`config.mk`:
```
export PLATFORM = sky130hd
export DESIGN_NAME = idle_watch_bank
export DESIGN_NICKNAME = d
export VERILOG_FILES = /design/src/rtl/idle_watch_pkg.sv /design/src/rtl/idle_hit_decode.sv /design/src/rtl/idle_countdown.sv /design/src/rtl/idle_status_regs.sv /design/src/rtl/idle_watch_bank.sv
export SDC_FILE = /design/constraint.sdc
export NUM_CORES = 1
export LEC_CHECK = 0
export BUFFER_PORTS_ARGS = -buffer_cell sky130_fd_sc_hd__buf_2
export CAP_MARGIN = 15
export CORE_AREA = 2 2 208 210
export CTS_CLUSTER_SIZE = 25
export DETAILED_ROUTE_END_ITERATION = 10
export DIE_AREA = 0 0 210 212
export GPL_TIMING_DRIVEN = 1
export PLACE_DENSITY = 0.5
export SETUP_SLACK_MARGIN = 0.5
export SKIP_LAST_GASP = 1
export SLEW_MARGIN = 20
export SYNTH_ARGS = -nofsm -noshare
export SYNTH_HDL_FRONTEND = slang
export SYNTH_SLANG_ARGS = --single-unit
```
`constraint.sdc`:
```
create_clock -name clk -period 2.84 [get_ports clk]
set_input_delay 0.142 -clock clk [delete_from_list [all_inputs] [get_ports clk]]
set_output_delay 0.142 -clock clk [all_outputs]
set_load 0.01 [all_outputs]
```
`src/rtl/idle_watch_pkg.sv`:
```
package idle_watch_pkg;
  localparam int NUM_TMR  = 6;
  localparam int NUM_USR  = 3;
  localparam int DATA_W   = 16;
  localparam int REG_AW   = 4;

  // timer indices
  localparam int T_PORTS  = 0;
  localparam int T_INPUT  = 1;
  localparam int T_USR0   = 2;
  localparam int T_DISK   = 5;

  // register addresses
  localparam logic [REG_AW-1:0] RA_EN_A   = 4'd6;
  localparam logic [REG_AW-1:0] RA_EN_B   = 4'd7;
  localparam logic [REG_AW-1:0] RA_ST_A   = 4'd8;
  localparam logic [REG_AW-1:0] RA_ST_B   = 4'd9;
  localparam logic [REG_AW-1:0] RA_TOP    = 4'd10;
  localparam logic [REG_AW-1:0] RA_ROUTE  = 4'd11;
  localparam logic [REG_AW-1:0] RA_UBASE0 = 4'd12;
  localparam logic [REG_AW-1:0] RA_UCTL   = 4'd15;

  // bit positions with behavioural meaning
  localparam int EN_A_LSB  = 2;
  localparam int EN_B_BIT  = 7;
  localparam int ST_B_BIT  = 4;
endpackage

```
`src/rtl/idle_hit_decode.sv`:
```
module idle_hit_decode #(
  parameter int ADDR_W    = 16,
  parameter int NUSR      = 3,
  parameter int BASE_W    = 16,
  parameter int WIN_SHIFT = 4
) (
  input  logic                       acc_vld,
  input  logic                       acc_mem,
  input  logic [ADDR_W-1:0]          acc_addr,
  input  logic                       mouse_en,
  input  logic                       mouse_sel,
  input  logic                       disk_sel,
  input  logic [NUSR-1:0][BASE_W-1:0] usr_base,
  input  logic [NUSR-1:0]            usr_mem,
  output logic [NUSR+2:0]            hit
);
  localparam int NHIT = NUSR + 3;

  function automatic logic blk8(input logic [ADDR_W-1:0] a, input logic [ADDR_W-1:0] b);
    return a[ADDR_W-1:3] == b[ADDR_W-1:3];
  endfunction

  logic io_acc;
  logic lpt_hit, ser_a, ser_b, kbd_hit, ser_a_mouse, ser_b_mouse;
  logic [ADDR_W-1:0] disk_port;

  assign io_acc      = acc_vld && !acc_mem;
  assign lpt_hit     = blk8(acc_addr, ADDR_W'(16'h0378)) || blk8(acc_addr, ADDR_W'(16'h0278));
  assign ser_a       = blk8(acc_addr, ADDR_W'(16'h03F8));
  assign ser_b       = blk8(acc_addr, ADDR_W'(16'h02F8));
  assign ser_a_mouse = mouse_en && !mouse_sel;
  assign ser_b_mouse = mouse_en &&  mouse_sel;
  assign kbd_hit     = (acc_addr == ADDR_W'(16'h0060)) || (acc_addr == ADDR_W'(16'h0064));
  assign disk_port   = disk_sel ? ADDR_W'(16'h0170) : ADDR_W'(16'h01F0);

  assign hit[0] = io_acc && (lpt_hit || (ser_a && !ser_a_mouse) || (ser_b && !ser_b_mouse));
  assign hit[1] = io_acc && (kbd_hit || (ser_a && ser_a_mouse) || (ser_b && ser_b_mouse));
  assign hit[NHIT-1] = io_acc && (acc_addr == disk_port);

  for (genvar k = 0; k < NUSR; k++) begin : g_usr
    logic [ADDR_W-1:0] base_ext;
    assign base_ext = ADDR_W'(usr_base[k]);
    assign hit[2+k] = acc_vld && (acc_mem == usr_mem[k]) &&
                      (acc_addr[ADDR_W-1:WIN_SHIFT] == base_ext[ADDR_W-1:WIN_SHIFT]);
  end
endmodule

```
`src/rtl/idle_countdown.sv`:
```
module idle_countdown #(
  parameter int CNT_W = 16
) (
  input  logic             clk,
  input  logic             rst,
  input  logic             en,
  input  logic             tick,
  input  logic             load_wr,
  input  logic [CNT_W-1:0] load_val,
  input  logic             reload_hit,
  input  logic [CNT_W-1:0] reload_val,
  output logic             expire
);
  logic [CNT_W-1:0] ctr;
  logic             step;

  assign step   = en && tick && !load_wr && !reload_hit && (ctr != '0);
  assign expire = step && (ctr == CNT_W'(1));

  always_ff @(posedge clk) begin
    if (rst)             ctr <= '0;
    else if (load_wr)    ctr <= load_val;
    else if (reload_hit) ctr <= reload_val;
    else if (step)       ctr <= ctr - CNT_W'(1);
  end

  // without an enabled tick, a reload or a write, the counter holds
  assert_hold_without_tick_R3: assert property (@(posedge clk) disable iff (rst)
    (!load_wr && !reload_hit && !(en && tick)) |=> $stable(ctr));

  // an exhausted counter stays at zero until it is reloaded
  assert_idle_at_zero_R4: assert property (@(posedge clk) disable iff (rst)
    (ctr == '0 && !load_wr && !reload_hit) |=> (ctr == '0 && !expire));

  // a register write lands in the live counter on the next edge
  assert_write_loads_R2: assert property (@(posedge clk) disable iff (rst)
    load_wr |=> (ctr == $past(load_val)));
endmodule

```
`src/rtl/idle_status_regs.sv`:
```
module idle_status_regs #(
  parameter int NUM = 6
) (
  input  logic           clk,
  input  logic           rst,
  input  logic [NUM-1:0] fire,
  input  logic [NUM-1:0] clr,
  output logic [NUM-1:0] stat,
  output logic           top,
  output logic           smi
);
  logic [NUM-1:0] stat_nxt;

  // a new expiry wins over a clear in the same cycle
  assign stat_nxt = (stat & ~clr) | fire;

  always_ff @(posedge clk) begin
    if (rst) begin
      stat <= '0;
      top  <= 1'b0;
      smi  <= 1'b0;
    end else begin
      stat <= stat_nxt;
      top  <= |stat_nxt;
      smi  <= |stat_nxt;
    end
  end

  // an expiry always leaves the interrupt request raised
  assert_fire_raises_smi_R4: assert property (@(posedge clk) disable iff (rst)
    (|fire) |=> smi);

  // the request only drops after a write-one-to-clear
  assert_smi_drop_needs_clear_R10: assert property (@(posedge clk) disable iff (rst)
    $fell(smi) |-> $past(|clr));

  // sticky bits never clear on their own
  assert_sticky_R10: assert property (@(posedge clk) disable iff (rst)
    (clr == '0) |=> ((stat & $past(stat)) == $past(stat)));
endmodule

```
`src/rtl/idle_watch_bank.sv`:
```
module idle_watch_bank
  import idle_watch_pkg::*;
#(
  parameter int ADDR_W    = 16,
  parameter int WIN_SHIFT = 4
) (
  input  logic              clk,
  input  logic              rst,
  input  logic              acc_vld,
  input  logic              acc_mem,
  input  logic [ADDR_W-1:0] acc_addr,
  input  logic              tick_1s,
  input  logic              reg_wr,
  input  logic              reg_rd,
  input  logic [REG_AW-1:0] reg_addr,
  input  logic [DATA_W-1:0] reg_wdata,
  output logic [DATA_W-1:0] reg_rdata,
  output logic [NUM_TMR-1:0] status_lvl2,
  output logic              status_top,
  output logic              smi_req
);
  localparam int NEN_A = NUM_TMR - 1;

  logic [NUM_TMR-1:0][DATA_W-1:0] cnt_q;
  logic [NEN_A-1:0]               en_a_q;
  logic                           en_b_q;
  logic [2:0]                     route_q;
  logic [NUM_USR-1:0][DATA_W-1:0] ubase_q;
  logic [NUM_USR-1:0]             umem_q;

  logic [NUM_TMR-1:0] hit, fire, clr, tmr_en, cnt_wr;
  logic [NUM_TMR-1:0] stat;
  logic               top;
  logic [DATA_W-1:0]  rd_mux;

  // configuration registers
  always_ff @(posedge clk) begin
    if (rst) begin
      en_a_q  <= '0;
      en_b_q  <= 1'b0;
      route_q <= '0;
      umem_q  <= '0;
    end else if (reg_wr) begin
      case (reg_addr)
        RA_EN_A:  en_a_q  <= reg_wdata[EN_A_LSB +: NEN_A];
        RA_EN_B:  en_b_q  <= reg_wdata[EN_B_BIT];
        RA_ROUTE: route_q <= reg_wdata[2:0];
        RA_UCTL:  umem_q  <= reg_wdata[NUM_USR-1:0];
        default: ;
      endcase
    end
  end

  for (genvar u = 0; u < NUM_USR; u++) begin : g_ubase
    always_ff @(posedge clk) begin
      if (rst) ubase_q[u] <= '0;
      else if (reg_wr && reg_addr == RA_UBASE0 + REG_AW'(u)) ubase_q[u] <= reg_wdata;
    end
  end

  idle_hit_decode #(
    .ADDR_W(ADDR_W), .NUSR(NUM_USR), .BASE_W(DATA_W), .WIN_SHIFT(WIN_SHIFT)
  ) u_dec (
    .acc_vld  (acc_vld),
    .acc_mem  (acc_mem),
    .acc_addr (acc_addr),
    .mouse_en (route_q[0]),
    .mouse_sel(route_q[1]),
    .disk_sel (route_q[2]),
    .usr_base (ubase_q),
    .usr_mem  (umem_q),
    .hit      (hit)
  );

  for (genvar t = 0; t < NUM_TMR; t++) begin : g_tmr
    assign cnt_wr[t] = reg_wr && (reg_addr == REG_AW'(t));

    always_ff @(posedge clk) begin
      if (rst)            cnt_q[t] <= '0;
      else if (cnt_wr[t]) cnt_q[t] <= reg_wdata;
    end

    if (t < NEN_A) begin : g_en_a
      assign tmr_en[t] = en_a_q[t];
      assign clr[t]    = reg_wr && (reg_addr == RA_ST_A) && reg_wdata[EN_A_LSB + t];
    end else begin : g_en_b
      assign tmr_en[t] = en_b_q;
      assign clr[t]    = reg_wr && (reg_addr == RA_ST_B) && reg_wdata[ST_B_BIT];
    end

    idle_countdown #(.CNT_W(DATA_W)) u_cd (
      .clk       (clk),
      .rst       (rst),
      .en        (tmr_en[t]),
      .tick      (tick_1s),
      .load_wr   (cnt_wr[t]),
      .load_val  (reg_wdata),
      .reload_hit(hit[t]),
      .reload_val(cnt_q[t]),
      .expire    (fire[t])
    );
  end

  idle_status_regs #(.NUM(NUM_TMR)) u_st (
    .clk (clk),
    .rst (rst),
    .fire(fire),
    .clr (clr),
    .stat(stat),
    .top (top),
    .smi (smi_req)
  );

  assign status_lvl2 = stat;
  assign status_top  = top;

  always_comb begin
    rd_mux = '0;
    if (reg_addr < REG_AW'(NUM_TMR)) rd_mux = cnt_q[reg_addr[2:0]];
    else begin
      case (reg_addr)
        RA_EN_A:  rd_mux[EN_A_LSB +: NEN_A] = en_a_q;
        RA_EN_B:  rd_mux[EN_B_BIT]          = en_b_q;
        RA_ST_A:  rd_mux[EN_A_LSB +: NEN_A] = stat[NEN_A-1:0];
        RA_ST_B:  rd_mux[ST_B_BIT]          = stat[NUM_TMR-1];
        RA_TOP:   rd_mux[0]                 = top;
        RA_ROUTE: rd_mux[2:0]               = route_q;
        RA_UCTL:  rd_mux[NUM_USR-1:0]       = umem_q;
        default:  rd_mux = ubase_q[2'(reg_addr - RA_UBASE0)];
      endcase
    end
  end

  always_ff @(posedge clk) begin
    if (rst)         reg_rdata <= '0;
    else if (reg_rd) reg_rdata <= rd_mux;
  end

  // the summary bit tracks the per-timer bits
  assert_top_is_or_R10: assert property (@(posedge clk) disable iff (rst)
    status_top == (|status_lvl2));

  // nothing is pending in the first cycle after reset
  assert_reset_clean_R1: assert property (@(posedge clk)
    $past(rst) |-> (status_lvl2 == '0 && !smi_req));
endmodule

```
**After elaboration in Yosys (flattened, before gate mapping)**

Index checks and enable logic that the tools add are counted.

- Add/subtract/negate cells: 7
- Magnitude comparators: 3
- Eq/ne operators: 34
- Muxes and demuxes: 32
- Bitwise gates (word level): 3
- Reduce and logical (&&, ||, !) cells: 110

Operators with widths:

| cell | number |
|---|---|
| $mux 16 | 21 |
| $eq 16x1->1 const B | 6 |
| $reduce_bool 16->1 | 6 |
| $sub 16x1->16 const B | 6 |
| $logic_and 1x1->1 | 63 |
| $eq 13x7->1 const B | 4 |
| $bmux 16 s3 | 1 |
| $eq 12x12->1 | 3 |
| $bmux 16 s2 | 1 |
| $eq 16x7->1 const B | 2 |
| $eq 4x4->1 const B | 8 |
| $reduce_bool 3->1 | 6 |
| $eq 16x16->1 | 1 |
| $eq 4x3->1 const B | 4 |
| $logic_not 1->1 | 16 |
| $mux 8 | 2 |
| $reduce_or 6->1 | 2 |
| $reduce_or 5->1 | 2 |
| $eq 4x2->1 const B | 2 |
| $pmux 1 s4 | 2 |
| $reduce_and 2->1 | 4 |
| $reduce_or 4->1 | 2 |
| $reduce_or 7->1 | 1 |
| $and 6x6->6 | 1 |
| 15 further kinds | 23 |

- Bits in registers: 275
- Input port bits: 43
- Output and inout port bits: 24

**Depth between registers and ports, before layout**

- Depth in word-level cells: 13
- Mapped depth: 10
- Gate-level depth less buffers: 9

**By module**

Synthesis repeated with hierarchy kept, for this count alone.

- Cells, all modules: 2000
- Area, all modules: 16414.5 um^2

By module, submodules not included:

| module | instances | cells each | area an instance (um^2) |
|---|---|---|---|
| idle_watch_bank | 1 | 950 | 7793.7 |
| idle_countdown (g_tmr[0].u_cd ...) | 4 | 159 | 1317.5 |
| idle_countdown (g_tmr[4].u_cd) | 1 | 155 | 1275.0 |
| idle_countdown (g_tmr[5].u_cd) | 1 | 157 | 1248.7 |
| idle_hit_decode | 1 | 75 | 558.0 |
| idle_status_regs | 1 | 27 | 269.0 |

**Least setup slack after synthesis**

No wires, ideal clock.

- Path type: reg2reg
- Start: register g_tmr[5].u_cd.ctr[9]
- End: register g_tmr[5].u_cd.ctr[10]
- Arrival: 2242 ps
- Path slack: 464 ps
- Stages on the path, launching flop included: 9
- Path buffers: 1
- Period minus slack after synthesis: 2376 ps
- Path through: dfxtp_1 -> or4_4 -> or3_1 -> or3b_1 -> o211ai_2 -> nand3_2 -> clkbuf_1 -> nor2_1 -> a311oi_1

- Longest elaborated chain between the ends: 4
- Elaborated cells on any way between the ends: 7
- Classes of those cells: 1 x add/sub; 3 x mux; 3 x reduce/logical

Ends and longest elaborated chain:

| element | line | text |
|---|---|---|
| start, declared | idle_countdown.sv:14 | `logic [CNT_W-1:0] ctr;` |
| start signal, assigned | idle_countdown.sv:22 | `else if (load_wr) ctr <= load_val;` |
| start signal, assigned | idle_countdown.sv:23 | `else if (reload_hit) ctr <= reload_val;` |
| start signal, assigned | idle_countdown.sv:24 | `else if (step) ctr <= ctr - CNT_W'(1);` |
| $sub 16x1->16 | idle_countdown.sv:24 |  |
| $mux 16 | idle_countdown.sv:24 |  |
| $mux 16 | idle_countdown.sv:23 |  |
| $mux 16 | idle_countdown.sv:22 |  |

Parallel ways exist; a longest one is shown, timed or not. The select of a mux whose other input is x is not followed.
A chain may end at the register's enable or synchronous reset.

**Worst setup path in the final report**

- Start: register g_tmr[5].u_cd.ctr[9]
- End: register g_tmr[5].u_cd.ctr[9]

The elaborated chain is that of the path after synthesis.

==> run_summary.xml <==
<?xml version="1.0" encoding="UTF-8"?>
<metrics>
  <group name="outcome">
    <metric name="run_status" unit="">complete, no violations</metric>
  </group>
  <group name="floorplan">
    <metric name="num_io_pins" unit="">67</metric>
    <metric name="rows" unit="">76</metric>
    <metric name="floorplan.die_area" unit="µm²">44520</metric>
    <metric name="chipHeight" unit="µm">212</metric>
    <metric name="placeableCoreArea" unit="µm²">42510</metric>
    <metric name="chipWidth" unit="µm">210</metric>
    <metric name="initial_core_util" unit="">0.3443</metric>
  </group>
  <group name="place">
    <metric name="port_buffers" unit="">66</metric>
    <metric name="post-dp-hpwl" unit="mm">38.38</metric>
    <metric name="place_area" unit="µm²">15600</metric>
    <metric name="gp_routability_congestion" unit="">0.9007</metric>
  </group>
  <group name="grt">
    <metric name="grt_antenna_before_repair" unit="">3</metric>
    <metric name="number_of_global_route_vias_before_repair" unit="">13270</metric>
    <metric name="grtUsageTotal" unit="">0.2485</metric>
    <metric name="wire_length_of_the_first_global_routing_pass" unit="mm">83.72</metric>
    <metric name="grt_max_degree" unit="">70</metric>
    <metric name="globalRouteOverflowTotal" unit="">0</metric>
  </group>
  <group name="critical_path">
    <metric name="endpoint_kind" unit="">flip-flop</metric>
    <metric name="cpMaxStageDelayCell" unit="">or4_4</metric>
    <metric name="kind_of_start_point_of_the_critical_path" unit="">flip-flop</metric>
    <metric name="path_delay_family" unit="">simple AND/OR/NAND/NOR gates</metric>
    <metric name="max_stage_delay" unit="ns">0.54</metric>
    <metric name="path_max_fanout" unit="">20</metric>
    <metric name="timing.critical_path.required" unit="ns">3.29</metric>
    <metric name="crit_path_kind" unit="">reg2reg</metric>
    <metric name="worstPathArrival" unit="ns">2.89</metric>
    <metric name="worstPathBufferInverterCount" unit="">1</metric>
    <metric name="crit_path_cell_chain" unit="">or4_4 &gt; or3_4 &gt; or3b_4 &gt; o211ai_2 &gt; nand3_2 &gt; buf_6 &gt; a311oi_1</metric>
  </group>
  <group name="power_and_ir_drop">
    <metric name="peakVddDrop" unit="mV">0.3053</metric>
    <metric name="powerDensity" unit="nW/µm²">580.3</metric>
    <metric name="power_leakage" unit="µW">0.006198</metric>
  </group>
  <group name="layout">
    <metric name="stdcell_area" unit="µm²">17280</metric>
    <metric name="multi_input_comb_area" unit="µm²">8717</metric>
    <metric name="seq_area" unit="µm²">5527</metric>
    <metric name="number_of_filler_instances_in_the_final_layout" unit="">4343</metric>
    <metric name="drive_gt1_frac" unit="">0.1495</metric>
    <metric name="layout.nets" unit="">1990</metric>
    <metric name="syn2layout_area_growth" unit="%">18.04</metric>
    <metric name="finish.utilization" unit="">0.4065</metric>
  </group>
  <group name="route">
    <metric name="routed-via-count" unit="">14370</metric>
    <metric name="routed_wire_length_per_instance" unit="µm">22.37</metric>
    <metric name="initialDrtViolationCount" unit="">1366</metric>
    <metric name="postRouteWirelength" unit="mm">56.11</metric>
    <metric name="ant_nets" unit="">0</metric>
    <metric name="route.detailed.vias_per_inst" unit="">5.729</metric>
    <metric name="drtPass1Iterations" unit="">7</metric>
    <metric name="drt_drc_violations_left" unit="">0</metric>
  </group>
  <group name="synth">
    <metric name="synth.yosys.seq_area_share" unit="">0.3761</metric>
    <metric name="synth_most_common_cell" unit="">nand2_1</metric>
    <metric name="yosys.area.top_type_share" unit="">0.3761</metric>
    <metric name="synth_enable_flop_cells" unit="">0</metric>
    <metric name="ys_warnings" unit="">0</metric>
    <metric name="synth.lib_cells_used.distinct" unit="">69</metric>
    <metric name="post_synth_inst_count" unit="">1892</metric>
    <metric name="post_synth.cell_area_avg" unit="µm²">7.736</metric>
    <metric name="postSynth.asyncResetShare" unit="">0</metric>
    <metric name="synth_top_flop_cell" unit="">dfxtp_1</metric>
    <metric name="netlist_area" unit="µm²">14640</metric>
    <metric name="ys_top_cells_by_area" unit="">dfxtp_1, nand2_1, a21oi_1, xnor2_1, o211ai_1</metric>
    <metric name="synth.largest_area_cell" unit="">dfxtp_1</metric>
    <metric name="postSynthRegisterBits" unit="">275</metric>
    <metric name="synth_commonest_cells" unit="">nand2_1, dfxtp_1, a21oi_1, nor2_1, clkbuf_1</metric>
    <metric name="synth_nets" unit="">1947</metric>
  </group>
  <group name="cts">
    <metric name="cts_buffer_depth" unit="">3</metric>
    <metric name="clock-root-buffer" unit="">clkbuf_16</metric>
    <metric name="cts.clk_slew.worst_paths" unit="ns">0.06</metric>
    <metric name="tritoncts.num_buffers" unit="">35</metric>
    <metric name="clk_latency" unit="ns">0.55</metric>
    <metric name="cts.sink_count" unit="">275</metric>
    <metric name="cts_htree_levels" unit="">2</metric>
    <metric name="clock_tree_from_tritoncts" unit="">done</metric>
  </group>
  <group name="sta">
    <metric name="clock_skew" unit="ns">0.01191</metric>
    <metric name="maxSlewHeadroom" unit="">0.4775</metric>
    <metric name="hold_violations" unit="">0</metric>
    <metric name="total_neg_setup_slack" unit="ns">0</metric>
    <metric name="final.period_utilization" unit="">0.8590</metric>
    <metric name="grt_setup_unrepaired" unit="">yes</metric>
    <metric name="max_slew.worst_pin.slew" unit="ns">0.7837</metric>
    <metric name="final-max-slew-violation-count" unit="">0</metric>
    <metric name="min_period" unit="ns">2.440</metric>
    <metric name="timing.fmax" unit="GHz">0.4099</metric>
    <metric name="setup_viol" unit="">0</metric>
  </group>
  <group name="job">
    <metric name="maxCapViolations" unit="">0</metric>
  </group>
  <group name="hold_path">
    <metric name="hold_class" unit="">in2reg</metric>
  </group>
</metrics>
-- cell usage in the layout, fill, tap and decap left out, types with 16 or more instances in the layout --
cell and n:
nand3_1 30, mux2i_1 36, o211ai_1 90, nor2_1 168
xor2_1 35, a211oi_1 20, buf_4 73, buf_2 67
dfxtp_1 264, a311oi_1 66, nand2_1 433, clkbuf_16 38
xnor2_1 79, mux4_2 16, o21ai_0 45, nor3_1 25
nor4_1 23, a21oi_1 183, nand4_1 17, inv_1 20
-- flip-flops by register name, indices dropped and copies added, names as in the netlist --
signal and count:
ubase_q 48, g_tmr.u_cd.ctr 96, u_st.top 1, en_a_q 5
cnt_q 96, en_b_q 1, umem_q 3, route_q 3
reg_rdata 16, u_st.stat 6
-- stage by stage --
step                      total power, µW  instances  hold slack (ns)  setup slack (ns)
after floorplan                      4963       1892           0.2940            0.5125
after global placement               5342       2423           0.4418            0.3877
after detailed placement             5346       2423           0.4456            0.3507
after CTS                           10040       2488          0.02877            0.3809
after global routing                10370       2506          0.05073            0.2781
final                               10030       2508          0.05432            0.4005
-- report_power, final --
group          leakage, µW  switching, µW  total (µW)  internal [µW]
logic              0.00337            797        1340            539
clock network     0.000600           1810        4670           2860
registers          0.00223           88.2        4020           3930
total              0.00620           2690       10000           7330
-- worst reg2reg max path, delay by kind of cell (launching register included) --
kind                   cells  cell delay, ns
flip-flops                 1            0.34
AO/OA/AOI/OAI              2            0.42
buffers and inverters      1            0.20
AND/OR/NAND/NOR            4            1.39
-- what timing repair did --
item,CTS,global route
endpoints found under the setup margin,39,80
gates cloned,1,6
resized for setup,12,67
setup buffers,2,12
hold buffers,0,0
pin swaps,4,15
hold endpoints to repair,0,0
-- cells by family after synthesis --
kind of cell	Yosys count	share of synthesized area
AND/OR/NAND/NOR	790	0.2345
multiplexers	53	0.05001
adder cells (fa/ha/maj)	12	0.01026
XOR/XNOR	114	0.06822
AO/OA/AOI/OAI	479	0.2157
flip-flops	275	0.3761
buffers and inverters	169	0.04522
-- routing by layer --
metal,vias to the layer above,global-route usage,share of wire
met5,-,0,0
met4,0,0.08266,0.029
met3,76,0.03309,0.065
met2,454,0.3903,0.45
met1,6991,0.3522,0.46
li1,6848,-,-
-- final timing paths --
path / startpoint / end / slack (ns) / cells after the start
min: reg_wdata[14] / ubase_q[46]$_SDFFE_PP0P_ / 0.05 / 3
min reg2reg: ubase_q[1]$_SDFFE_PP0P_ / ubase_q[1]$_SDFFE_PP0P_ / 0.45 / 2
max reg2reg: g_tmr[5].u_cd.ctr[9]$_SDFFE_PP0P_ / g_tmr[5].u_cd.ctr[9]$_SDFFE_PP0P_ / 0.40 / 7
max: g_tmr[5].u_cd.ctr[9]$_SDFFE_PP0P_ / g_tmr[5].u_cd.ctr[9]$_SDFFE_PP0P_ / 0.40 / 7
-- cell type report --
type,count,area share
Antenna cell,2,0.0002897
Clock buffer,54,0.06424
Clock inverter,8,0.005214
Inverter,21,0.004563
Multi-Input combinational cell,1448,0.5046
Sequential cell,275,0.3199
Tap cell,546,0.03954
Timing Repair Buffer,154,0.06170
Power figures use the tool's default switching activity.
